### src/rtl/vlc_pkg.sv
package vlc_pkg;
  localparam int RD_LEN_FIELD_W = 12;
  localparam int RD_XUSE_LSB    = 12;
  localparam int RD_FUSE_LSB    = 18;
  localparam int RESET_USE      = 32;
  localparam int RESET_MAXLEN   = 32;
endpackage

### src/rtl/vlc_popcount.sv
module vlc_popcount #(
  parameter int W = 8,
  localparam int CW = $clog2(W + 1)
) (
  input  logic [W-1:0]  bits_in,
  output logic [CW-1:0] ones
);
  always_comb begin
    ones = '0;
    for (int i = 0; i < W; i++)
      ones = ones + CW'(bits_in[i]);
  end
endmodule

### src/rtl/vlc_serial_div.sv
module vlc_serial_div #(
  parameter int DIVIDEND = 256,
  parameter int DVS_W    = 7,
  parameter int Q_W      = 9,
  localparam int C_W     = $clog2(Q_W + 1)
) (
  input  logic             clk,
  input  logic             rst,
  input  logic             start,
  input  logic [DVS_W-1:0] divisor,
  output logic             busy,
  output logic             done,
  output logic [Q_W-1:0]   quotient
);
  logic [C_W-1:0]   cnt_q;
  logic [DVS_W-1:0] rem_q, dvs_q;
  logic [Q_W-1:0]   quo_q;
  logic [DVS_W:0]   trial, diff;
  logic             fits;

  assign trial = {rem_q, quo_q[Q_W-1]};
  assign diff  = trial - {1'b0, dvs_q};
  assign fits  = trial >= {1'b0, dvs_q};
  assign busy  = (cnt_q != '0);
  assign quotient = quo_q;

  always_ff @(posedge clk) begin
    if (rst) begin
      cnt_q <= '0;
      rem_q <= '0;
      dvs_q <= '0;
      quo_q <= '0;
      done  <= 1'b0;
    end else begin
      done <= 1'b0;
      if (start && cnt_q == '0) begin
        cnt_q <= C_W'(Q_W);
        rem_q <= '0;
        dvs_q <= divisor;
        quo_q <= Q_W'(DIVIDEND);
      end else if (cnt_q != '0) begin
        rem_q <= fits ? diff[DVS_W-1:0] : trial[DVS_W-1:0];
        quo_q <= {quo_q[Q_W-2:0], fits};
        cnt_q <= cnt_q - 1'b1;
        if (cnt_q == C_W'(1)) done <= 1'b1;
      end
    end
  end

  assert_divisor_nonzero_R3: assert property (@(posedge clk) disable iff (rst)
    start |-> (divisor != '0));
  assert_start_when_idle_R9: assert property (@(posedge clk) disable iff (rst)
    start |-> (!busy && !done));
  assert_done_single_R10: assert property (@(posedge clk) disable iff (rst)
    done |=> !done);
endmodule

### src/rtl/vlc_len_limit.sv
module vlc_len_limit #(
  parameter int Q_W         = 9,
  parameter int CNT_W       = 4,
  parameter int MAX_THREADS = 2048,
  parameter int LEN_W       = 12,
  localparam int PROD_W     = Q_W + CNT_W
) (
  input  logic [Q_W-1:0]   quo,
  input  logic [CNT_W-1:0] banks,
  output logic [LEN_W-1:0] max_len
);
  logic [PROD_W-1:0] prod;
  assign prod = PROD_W'(quo) * PROD_W'(banks);
  always_comb begin
    if (32'(prod) > 32'(MAX_THREADS)) max_len = LEN_W'(MAX_THREADS);
    else                              max_len = LEN_W'(prod);
  end
endmodule

### src/rtl/vlen_cfg_unit.sv
module vlen_cfg_unit
  import vlc_pkg::*;
#(
  parameter int BANK_REGS   = 256,
  parameter int MAX_THREADS = 2048,
  parameter int USE_W       = 6,
  parameter int REQ_W       = 16,
  parameter int NBANK       = 8,
  parameter int WR_W        = 16,
  localparam int LEN_W      = $clog2(MAX_THREADS + 1)
) (
  input  logic             clk,
  input  logic             rst,
  input  logic             cfg_valid,
  input  logic [USE_W-1:0] cfg_xuse,
  input  logic [USE_W-1:0] cfg_fuse,
  input  logic             setvl_valid,
  input  logic [REQ_W-1:0] setvl_len,
  input  logic             bank_wr,
  input  logic [WR_W-1:0]  bank_wdata,
  output logic             busy,
  output logic [LEN_W-1:0] vl,
  output logic [LEN_W-1:0] vlmax,
  output logic [NBANK-1:0] bank_mask,
  output logic [31:0]      cfg_rdata
);
  localparam int Q_W   = $clog2(BANK_REGS + 1);
  localparam int SUM_W = USE_W + 1;
  localparam int CNT_W = $clog2(NBANK + 1);
  localparam logic [LEN_W-1:0] RST_MAX =
    LEN_W'((RESET_MAXLEN < MAX_THREADS) ? RESET_MAXLEN : MAX_THREADS);

  logic [USE_W-1:0] xuse_q, fuse_q, xuse_n, fuse_n;
  logic [NBANK-1:0] mask_q, mask_n;
  logic [CNT_W-1:0] bcnt_q, bcnt_n;
  logic [LEN_W-1:0] vl_q, vlmax_q, max_new;
  logic             pend_v;
  logic [REQ_W-1:0] pend_len, req_sel;
  logic [SUM_W-1:0] use_sum, divisor;
  logic [Q_W-1:0]   quo;
  logic             div_busy, div_done, busy_q, start;

  function automatic logic [LEN_W-1:0] clamp_len(input logic [REQ_W-1:0] req,
                                                 input logic [LEN_W-1:0] lim);
    if (REQ_W'(lim) < req) return lim;
    return LEN_W'(req);
  endfunction

  assign busy_q  = div_busy | div_done;
  assign start   = !busy_q && (cfg_valid || bank_wr);
  assign xuse_n  = cfg_valid ? cfg_xuse : xuse_q;
  assign fuse_n  = cfg_valid ? cfg_fuse : fuse_q;
  assign mask_n  = bank_wdata[NBANK-1:0];
  assign use_sum = SUM_W'(xuse_n) + SUM_W'(fuse_n);
  assign divisor = (use_sum < SUM_W'(2)) ? SUM_W'(1) : use_sum - SUM_W'(1);
  assign req_sel = setvl_valid ? setvl_len : pend_len;

  vlc_popcount #(.W(NBANK)) u_pop (.bits_in(mask_n), .ones(bcnt_n));

  vlc_serial_div #(.DIVIDEND(BANK_REGS), .DVS_W(SUM_W), .Q_W(Q_W)) u_div (
    .clk(clk), .rst(rst), .start(start), .divisor(divisor),
    .busy(div_busy), .done(div_done), .quotient(quo));

  vlc_len_limit #(.Q_W(Q_W), .CNT_W(CNT_W), .MAX_THREADS(MAX_THREADS),
                  .LEN_W(LEN_W)) u_lim (.quo(quo), .banks(bcnt_q), .max_len(max_new));

  always_ff @(posedge clk) begin
    if (rst) begin
      xuse_q   <= USE_W'(RESET_USE);
      fuse_q   <= USE_W'(RESET_USE);
      mask_q   <= '1;
      bcnt_q   <= CNT_W'(NBANK);
      vl_q     <= '0;
      vlmax_q  <= RST_MAX;
      pend_v   <= 1'b0;
      pend_len <= '0;
    end else begin
      if (start) begin
        if (cfg_valid) begin
          xuse_q <= cfg_xuse;
          fuse_q <= cfg_fuse;
        end
        if (bank_wr) begin
          mask_q <= mask_n;
          bcnt_q <= bcnt_n;
        end
      end
      if (div_done) begin
        vlmax_q <= max_new;
        if (setvl_valid || pend_v) vl_q <= clamp_len(req_sel, max_new);
        pend_v <= 1'b0;
      end else if (setvl_valid) begin
        if (busy_q || start) begin
          pend_v   <= 1'b1;
          pend_len <= setvl_len;
        end else begin
          vl_q <= clamp_len(setvl_len, vlmax_q);
        end
      end
    end
  end

  assign busy      = busy_q;
  assign vl        = vl_q;
  assign vlmax     = vlmax_q;
  assign bank_mask = mask_q;
  assign cfg_rdata = (32'(fuse_q) << RD_FUSE_LSB) | (32'(xuse_q) << RD_XUSE_LSB)
                   | 32'(vl_q);

  assert_vlmax_cap_R4: assert property (@(posedge clk) disable iff (rst)
    32'(vlmax_q) <= 32'(MAX_THREADS));
  assert_bank_count_R6: assert property (@(posedge clk) disable iff (rst)
    $countones(mask_q) == 32'(bcnt_q));
  assert_idle_setvl_bound_R5: assert property (@(posedge clk) disable iff (rst)
    (setvl_valid && !busy_q && !start) |=> (vl_q <= vlmax_q));
  assert_held_setvl_bound_R8: assert property (@(posedge clk) disable iff (rst)
    (div_done && (setvl_valid || pend_v)) |=> (vl_q <= vlmax_q));
  assert_busy_ignore_R9: assert property (@(posedge clk) disable iff (rst)
    (busy_q && (cfg_valid || bank_wr)) |=>
      (xuse_q == $past(xuse_q) && fuse_q == $past(fuse_q) && mask_q == $past(mask_q)));
  assert_vl_hold_R11: assert property (@(posedge clk) disable iff (rst)
    (!setvl_valid && !div_done) |=> $stable(vl_q));
endmodule

### config.mk
export PLATFORM = sky130hd
export DESIGN_NAME = vlen_cfg_unit
export DESIGN_NICKNAME = d
export VERILOG_FILES = /design/src/rtl/vlc_pkg.sv /design/src/rtl/vlc_popcount.sv /design/src/rtl/vlc_serial_div.sv /design/src/rtl/vlc_len_limit.sv /design/src/rtl/vlen_cfg_unit.sv
export SDC_FILE = /design/constraint.sdc
export NUM_CORES = 1
export LEC_CHECK = 0
export BUFFER_PORTS_ARGS = -buffer_cell sky130_fd_sc_hd__buf_4
export CAP_MARGIN = 20
export CORE_ASPECT_RATIO = 1.5
export CORE_MARGIN = 5
export CORE_UTILIZATION = 59
export CTS_BUF_LIST = sky130_fd_sc_hd__clkbuf_8
export DETAILED_ROUTE_END_ITERATION = 8
export GPL_TIMING_DRIVEN = 0
export PLACE_DENSITY_LB_ADDON = 0.08
export SYNTH_ARGS = -nofsm -noshare
export SYNTH_HDL_FRONTEND = slang
export SYNTH_SLANG_ARGS = --single-unit
### constraint.sdc
create_clock -name clk -period 6.4 [get_ports clk]
set_input_delay 0.32 -clock clk [delete_from_list [all_inputs] [get_ports clk]]
set_output_delay 0.32 -clock clk [all_outputs]
set_load 0.005 [all_outputs]
==> flow_metrics.env, run 1 <==
export IMPL_slowest_delay_ns=0.55
export IMPL_nets=1095
export IMPL_dr_pass1_iters=4
export IMPL_ant_nets=0
export IMPL_grt_pass1_wl_um=30300
export IMPL_worstPathCellList="clkbuf_1 -> nand2_1 -> fa_1 -> inv_1 -> fa_1 -> inv_1 -> fa_1 -> nor2b_1 -> o2111ai_1 -> and4_1 -> or4_4 -> buf_6 -> and2_4 -> inv_2 -> nor2_1 -> ha_1 -> and4_1 -> a21oi_1 -> a21oi_2 -> or3_1 -> nor4b_1 -> o31a_1"
export IMPL_fin_area_mm2=0.00796
export IMPL_syn_area_mm2=0.00680
export IMPL_synth_edf_count=0
export IMPL_worstPathArrival_ns=6.34
export IMPL_cts_tree="built"
export IMPL_core_area_mm2=0.0114
export IMPL_min_path_type="input pin to flop"
export IMPL_final_cells=1122
export IMPL_ios=114
export IMPL_cts_buffer_depth=2
export IMPL_reg2reg_depth=22
export IMPL_leakage_nw=3.70
export IMPL_yosys_most_used_dff="dfxtp_1"
export IMPL_cts_root_buf="clkbuf_8"
export IMPL_fin_setup_tns_ns=0
export IMPL_fmax_mhz=166
export IMPL_worst_path_stages=22
export IMPL_grt_max_degree=19
export IMPL_crit_buf_inv=5
export IMPL_crit_required_ns=6.73
export IMPL_vias=6487
export IMPL_initial_core_util=0.596
export IMPL_drc_errors=0
export IMPL_status="complete, no violations"
export IMPL_synth_cell_types=57
export IMPL_path_delay_family="simple AND/OR/NAND/NOR gates"
export IMPL_crit_top_cell="fa_1"
export IMPL_yosysMostFrequentCell="nand2_1"
export IMPL_die_area_mm2=0.0138
export IMPL_ys_seq_area_frac=0.274
export IMPL_dp_cells=1108
export IMPL_htree_levels=3
export IMPL_path_max_fanout=10
export IMPL_worst_pin_slew_ns=0.722
export IMPL_hold_slack_ns=0.162
export IMPL_diodes=0
export IMPL_ir_worst_vdd_uv=429
export IMPL_row_count=48
export IMPL_avgSynthCellArea_um2=7.96
export IMPL_start_kind="flop"
export IMPL_crit_slowest_cell="fa_1"
export IMPL_power_density_mw_per_mm2=299
export IMPL_finalPower_mw=2.38
export IMPL_syn_inst=855
export IMPL_skew_ns=0.0164
export IMPL_clock_sinks=93
export IMPL_drive_gt1_frac=0.167
export IMPL_clkTransAtPathRegs_ns=0.10
export IMPL_max_slew_margin=0.519
export IMPL_synth_area_leaders="dfxtp_1 27%, ha_1 11%, nand2_1 7.8%"
export IMPL_wl_per_cell_um=16.5
export IMPL_dp_hpwl_um=15200
export IMPL_drv_slew=0
export IMPL_numCtsBuffers=9
export IMPL_min_delay_path_depth=3
export IMPL_synth_top_area_share=0.274
export IMPL_place_gp_congestion=0.942
export IMPL_cap_violations=0
export IMPL_via_per_inst=5.78
export IMPL_portBuffers=96
export IMPL_die_h_um=142
export IMPL_overflow=0
export IMPL_fin_crit_sh=0.940
export IMPL_hold_viol=0
export IMPL_synthArstFlopShare=0
export IMPL_synth_area_leader_cell="dfxtp_1"
export IMPL_ys_warnings_count=0
export IMPL_grt_pass1_vias=6481
export IMPL_rsz0062_at_grt="no"
export IMPL_min_period_ns=6.01
export IMPL_antenna_found_initial=0
export IMPL_ys_seq_elements=93
export IMPL_worstSetupPathType="flop to flop"
export IMPL_dpl_cell_area_mm2=0.00774
export IMPL_dieWidth_um=97.7
export IMPL_area_growth_pct=17.0
export IMPL_routed_wl_um=18500
export IMPL_worstSkewPairLatency_ns=0.38
export IMPL_drt_iter0_drc=220
export IMPL_setup_viol=0
export IMPL_endpoint_kind="flop"
export IMPL_yosys_top_cells_count="142 x nand2_1, 93 x dfxtp_1, 70 x inv_1"
export IMPL_track_usage=0.268
-- timing repair --
item                       CTS  global route
setup endpoints to repair    0            12
hold buffers                 0             0
resized for setup            0             7
setup buffers                0             0
-- power by group --
group          total, mW  internal (mW)  switching [mW]
combinational       1.20          0.507           0.692
clock              0.394          0.151           0.243
sequential         0.789          0.698          0.0909
-- path summary, 6_finish.rpt --
kind / slack [ns] / startpoint / to
worst max-delay path: 0.39 / bcnt_q[1] / vl[3]
worst min-delay path: 0.16 / bank_wdata[0] / bank_mask[0]
worst max register to register: 0.39 / bcnt_q[1] / vl[3]
worst min register to register: 0.46 / pend_len[5] / pend_len[5]
-- flip-flops by register name, summed over array words and instances, names as in the netlist --
name            count
vlmax              12
u_div.done          1
pend_len           16
pend_v              1
vl                 12
xuse_q              6
u_div.cnt_q         4
u_div.rem_q         7
bank_mask           8
u_div.dvs_q         7
fuse_q              6
u_div.quotient      9
bcnt_q              4
-- placed cells by master (no fill, tap or decap), types with 14 or more instances in the layout --
cell type,count
dfxtp_1,93
nor3_1,16
and2_1,25
fa_1,20
xnor2_1,14
or3_1,19
inv_1,70
o211ai_1,14
mux2i_1,25
nand2_1,141
clkbuf_1,32
nand3_1,18
a21oi_1,57
o21a_1,16
ha_1,59
buf_4,118
nor2_1,44
o21ai_0,30
-- kinds of logic after synthesis --
logic type,after synthesis,share of synthesized area
simple gates,306,0.212
compound gates,191,0.182
buf+inv,131,0.0855
flops,93,0.274
fa+ha+maj,79,0.167
mux,37,0.0566
xor+xnor,17,0.0219
other cells,1,0.000551
-- layout make-up --
type,instances,area [um^2]
buffer,58,308
sequential,93,1860
multi-input combinational,638,4420
clock inverter,7,71.3
inverter,71,267
tap,150,188
timing repair buffer,96,721
clock buffer,9,124
fill,1009,3450
-- through the flow --
stage	utilization	setup WS [ns]
2_1_floorplan	-	0.986
3_3_place_gp	0.678	0.258
3_5_place_dp	0.678	0.0943
4_1_cts	0.695	0.0401
5_1_grt	0.697	0.0444
6_report	0.697	0.387
-- per-layer routing --
layer	vias to the layer above	routed length, um	global-route usage
met3	69	823	0.0448
met1	3066	6650	0.280
li1	3167	-	-
met5	-	0	0
met2	185	9780	0.492
met4	0	1260	0.174
-- worst min-delay path, cell delays in order --
cell     delay [ns]
buf_4          0.08
nand2_1        0.04
nand3_1        0.07
Power figures use the tool's default switching activity.
==> run 2: changes to the inputs <==
--- a/config.mk
+++ b/config.mk
@@ -9,8 +9,7 @@
 export CAP_MARGIN = 20
 export CORE_ASPECT_RATIO = 1.5
 export CORE_MARGIN = 5
-export CORE_UTILIZATION = 59
-export CTS_BUF_LIST = sky130_fd_sc_hd__clkbuf_8
+export CORE_UTILIZATION = 58
 export DETAILED_ROUTE_END_ITERATION = 8
 export GPL_TIMING_DRIVEN = 0
 export PLACE_DENSITY_LB_ADDON = 0.08
==> run 2 against run 1 <==
Compared with the run above:
- total power up 9.0%
- highest routed layer unchanged
- final cell count unchanged
- via count up 0.23%
==> flow_metrics.env, run 2 (synthesized netlist as in run 1, its figures left out) <==
export IMPL_cts_root_buf="clkbuf_16"
export IMPL_diodes=0
export IMPL_status="complete, no violations"
export IMPL_clkTransAtPathRegs_ns=0.07
export IMPL_antenna_found_initial=0
export IMPL_drc_errors=0
export IMPL_rsz0062_at_grt="no"
export IMPL_wl_per_cell_um=17.2
export IMPL_path_max_fanout=10
export IMPL_fin_util=0.700
export IMPL_place_gp_congestion=0.951
export IMPL_core_area_mm2=0.0115
export IMPL_crit_slowest_cell="fa_1"
export IMPL_drv_slew=0
export IMPL_slowest_delay_ns=0.56
export IMPL_row_count=48
export IMPL_hold_viol=0
export IMPL_fin_crit_sh=0.953
export IMPL_clock_sinks=93
export IMPL_ant_nets=0
export IMPL_worst_pin_slew_ns=0.779
export IMPL_numCtsBuffers=9
export IMPL_initial_core_util=0.590
export IMPL_worstSkewPairLatency_ns=0.35
export IMPL_setup_viol=0
export IMPL_leakage_nw=3.76
export IMPL_fmax_mhz=164
export IMPL_min_period_ns=6.10
export IMPL_ir_worst_vdd_uv=337
export IMPL_power_density_mw_per_mm2=322
export IMPL_dp_hpwl_um=15700
export IMPL_vias=6502
export IMPL_skew_ns=0.0118
export IMPL_die_area_mm2=0.0140
export IMPL_grt_max_degree=18
export IMPL_fin_setup_tns_ns=0
export IMPL_final_cell_mix="141 x nand2_1, 118 x buf_4, 93 x dfxtp_1"
export IMPL_drt_iter0_drc=248
export IMPL_grt_pass1_vias=6608
export IMPL_area_growth_pct=18.6
export IMPL_overflow=0
export IMPL_min_path_type="input pin to flop"
export IMPL_track_usage=0.273
export IMPL_via_per_inst=5.80
export IMPL_cts_buffer_depth=2
export IMPL_ctsHoldBuffers=0
export IMPL_routed_wl_um=19300
export IMPL_start_kind="flop"
export IMPL_crit_top_cell="fa_1"
export IMPL_drive_gt1_frac=0.163
export IMPL_cap_violations=0
export IMPL_max_slew_margin=0.481
export IMPL_worstPathCellList="clkbuf_1 -> nand2_1 -> fa_1 -> inv_1 -> fa_1 -> inv_1 -> fa_1 -> nor2b_1 -> o2111ai_1 -> and4_1 -> or4_4 -> buf_6 -> and2_4 -> inv_2 -> nor2_1 -> ha_1 -> and4_1 -> o211ai_1 -> a21o_1 -> a21oi_1 -> a31oi_2 -> buf_4 -> or3_1 -> a31oi_1"
export IMPL_largest_reg_flops=16
export IMPL_dr_pass1_iters=5
export IMPL_endpoint_kind="flop"
export IMPL_die_h_um=143
export IMPL_htree_levels=3
export IMPL_cts_tree="built"
export IMPL_dieWidth_um=98.4
export IMPL_ios=114
export IMPL_portBuffers=96
export IMPL_finalPower_mw=2.60
export IMPL_final_common_cell="nand2_1"
export IMPL_regMostFlops="pend_len"
export IMPL_worstSetupPathType="flop to flop"
export IMPL_crit_required_ns=6.67
export IMPL_grt_pass1_wl_um=31200
export IMPL_worstPathArrival_ns=6.37
export IMPL_nets=1095
-- run 2: cell type report --
cell class	count	area [um^2]
buffer	58	308
clock buffer	9	225
clock inverter	7	103
fill	962	3460
inverter	71	267
multi-input combinational	638	4400
sequential	93	1860
tap	150	188
timing repair buffer	96	721
-- run 2: path summary, 6_finish.rpt --
path | start | cells past startpoint | to | slack (ns)
worst max-delay path | bcnt_q[1] | 24 | vl[2] | 0.30
worst min register to register | pend_len[14] | 2 | pend_len[14] | 0.45
worst min-delay path | bank_wdata[1] | 3 | bank_mask[1] | 0.20
worst max register to register | bcnt_q[1] | 24 | vl[2] | 0.30
-- run 2: timing repair --
action | in CTS | in global routing
setup buffers | 0 | 0
setup endpoints to repair | 0 | 12
resized for setup | 0 | 3
-- run 2: worst max-delay path: cells and delay by family (launching register included) --
family                     cells  cell delay, ns
and+or+nand+nor                8            1.80
buffers and inverters          6            0.94
AOI/OAI and AO/OA              6            1.16
DFF                            1            0.31
adders and majority gates      4            1.82
-- run 2: power by group --
part	internal (mW)	switching (mW)
Sequential	0.699	0.0942
Clock	0.348	0.249
Combinational	0.505	0.701
-- run 2: layer usage --
metal / vias up / GRT usage / share of wire
met1: 3029 / 0.276 / 0.36
met5: - / 0 / 0
met4: 0 / 0.185 / 0.065
li1: 3166 / - / -
met2: 234 / 0.507 / 0.53
met3: 73 / 0.0455 / 0.050
-- run 2: metrics by stage --
step | std cells | hold slack [ns] | worst slack, ns | cell area, um^2
floorplan | 862 | 0.431 | 0.986 | 6830
global placement | 1108 | 0.438 | 0.302 | 7740
detailed placement | 1108 | 0.445 | 0.199 | 7740
CTS | 1124 | 0.191 | 0.165 | 8070
global route | 1122 | 0.204 | 0.0280 | 8070
finish | 1122 | 0.195 | 0.299 | 8070
==> run 3: changes to the inputs <==
--- a/config.mk
+++ b/config.mk
@@ -7,9 +7,11 @@
 export LEC_CHECK = 0
 export BUFFER_PORTS_ARGS = -buffer_cell sky130_fd_sc_hd__buf_4
 export CAP_MARGIN = 20
+export CELL_PAD_IN_SITES_DETAIL_PLACEMENT = 1
+export CELL_PAD_IN_SITES_GLOBAL_PLACEMENT = 1
 export CORE_ASPECT_RATIO = 1.5
 export CORE_MARGIN = 5
-export CORE_UTILIZATION = 58
+export CORE_UTILIZATION = 46
 export DETAILED_ROUTE_END_ITERATION = 8
 export GPL_TIMING_DRIVEN = 0
 export PLACE_DENSITY_LB_ADDON = 0.08
==> constraint.sdc (replaced) <==
create_clock -name clk -period 7.6 [get_ports clk]
set_input_delay 0.38 -clock clk [delete_from_list [all_inputs] [get_ports clk]]
set_output_delay 0.38 -clock clk [all_outputs]
set_load 0.005 [all_outputs]
==> run 3 against run 2 <==
Compared with the run above:
- clock power down 9.2%
- maximum frequency is 6.0% lower
- utilization shrank 14 points
- count of clock-buffer cells in the layout unchanged
- largest power group unchanged
==> flow_metrics.env, run 3 (synthesized netlist as in run 1, its figures left out) <==
export IMPL_cts_root_buf="clkbuf_16"
export IMPL_power_density_mw_per_mm2=278
export IMPL_via_per_inst=5.66
export IMPL_hold_viol=0
export IMPL_post_cts_setup_buffer_count=0
export IMPL_antenna_found_initial=0
export IMPL_worstPathArrival_ns=6.77
export IMPL_initial_core_util=0.468
export IMPL_final_cell_mix="142 x nand2_1, 118 x buf_4, 93 x dfxtp_1"
export IMPL_register_area_mm2=0.00186
export IMPL_rrSetupSlack_ns=1.11
export IMPL_grt_pass1_vias=7276
export IMPL_worstSetupPathType="flop to flop"
export IMPL_worst_path_stages=24
export IMPL_crit_buf_inv=5
export IMPL_clock_sinks=93
export IMPL_max_slew_margin=0.489
export IMPL_fin_setup_tns_ns=0
export IMPL_overflow=0
export IMPL_track_usage=0.266
export IMPL_area_growth_pct=19.7
export IMPL_skew_ns=0.00601
export IMPL_ctsHoldBuffers=0
export IMPL_htree_levels=3
export IMPL_path_max_fanout=10
export IMPL_dr_pass1_iters=4
export IMPL_start_kind="flop"
export IMPL_setup_viol=0
export IMPL_ir_worst_vdd_uv=244
export IMPL_diodes=0
export IMPL_multi_input_area_mm2=0.00439
export IMPL_die_h_um=159
export IMPL_min_period_ns=6.49
export IMPL_cts_tree="built"
export IMPL_wl_per_cell_um=19.3
export IMPL_rsz0062_at_grt="no"
export IMPL_crit_required_ns=7.88
export IMPL_ios=114
export IMPL_slowest_delay_ns=0.53
export IMPL_die_area_mm2=0.0174
export IMPL_status="complete, no violations"
export IMPL_place_gp_congestion=0.882
export IMPL_n_fill_cell=1820
export IMPL_drive_gt1_frac=0.159
export IMPL_fin_crit_sh=0.854
export IMPL_portBuffers=96
export IMPL_cts_resized=0
export IMPL_min_delay_path_depth=3
export IMPL_cts_buffer_depth=2
export IMPL_crit_slowest_cell="fa_1"
export IMPL_routed_wl_um=22600
export IMPL_drv_slew=0
export IMPL_min_path_type="input pin to flop"
export IMPL_worstSkewPairLatency_ns=0.35
export IMPL_final_common_cell="nand2_1"
export IMPL_numCtsBuffers=9
export IMPL_ant_nets=0
export IMPL_largest_reg_flops=16
export IMPL_drt_iter0_drc=202
export IMPL_worst_pin_slew_ns=0.766
export IMPL_drc_errors=0
export IMPL_regMostFlops="pend_len"
export IMPL_endpoint_kind="flop"
export IMPL_leakage_nw=3.77
export IMPL_cap_violations=0
export IMPL_clkTransAtPathRegs_ns=0.07
export IMPL_finalPower_mw=2.26
export IMPL_row_count=54
export IMPL_reg2reg_depth=24
export IMPL_fmax_mhz=154
export IMPL_nets=1097
export IMPL_fin_util=0.561
export IMPL_dieWidth_um=109
export IMPL_vias=6625
export IMPL_dp_hpwl_um=18300
export IMPL_hold_slack_ns=0.249
export IMPL_grt_max_degree=18
export IMPL_grt_pass1_wl_um=36600
export IMPL_core_area_mm2=0.0145
export IMPL_path_delay_family="compound AO/OA/AOI/OAI gates"
export IMPL_worstPathCellList="clkbuf_1 -> and2_1 -> fa_1 -> inv_1 -> fa_1 -> inv_1 -> ha_1 -> clkbuf_1 -> a21o_1 -> a311oi_1 -> or3_1 -> nand3_1 -> a41o_1 -> nand2_1 -> nor2_1 -> ha_1 -> nand2_1 -> o21ai_0 -> a21oi_1 -> a211oi_1 -> a31oi_2 -> buf_4 -> or3_1 -> a31oi_1"
-- run 3: cell count changes in the layout (fill, tap and decap cells not counted), sizes merged --
cell,change
clkinvlp,+1
clkbuf,+2
clkinv,-2
bufinv,+1
-- run 3: tightest hold or removal path, delay by kind of cell --
family	cells	cell delay [ns]
AND/OR/NAND/NOR	2	0.10
buffers and inverters	1	0.09
-- run 3: layout make-up --
class / instances / share of cell area
Multi-Input combinational cell: 638 / 0.538
Inverter: 71 / 0.0327
Tap cell: 196 / 0.0301
Sequential cell: 93 / 0.229
Clock buffer: 9 / 0.0276
Timing Repair Buffer: 96 / 0.0885
Clock inverter: 7 / 0.0155
Buffer: 60 / 0.0387
-- run 3: through the flow --
step | cell area (um^2) | std cells | setup WS, ns
finish | 8150 | 1170 | 1.11
global route | 8150 | 1170 | 0.793
CTS | 8150 | 1170 | 1.17
detailed placement | 7800 | 1154 | 1.22
global placement | 7800 | 1154 | 1.39
floorplan | 6830 | 862 | 2.19
-- run 3: path summary, 6_finish.rpt --
check	end	start
hold / removal	bank_mask[1]	bank_wdata[1]
setup reg to reg	vl[2]	bcnt_q[3]
setup / recovery	vl[2]	bcnt_q[3]
hold reg to reg	pend_len[1]	pend_len[1]
-- run 3: layer usage --
metal	wire, um	track usage	vias up	part of all wire
met5	0	0	-	0
met4	1060	0.124	0	0.047
met3	724	0.0446	56	0.032
met2	12600	0.511	146	0.56
met1	8240	0.268	3250	0.36
li1	-	-	3173	-
-- run 3: power breakdown --
group	internal (mW)	switching, mW
registers	0.588	0.0779
logic	0.429	0.626
clock network	0.327	0.215
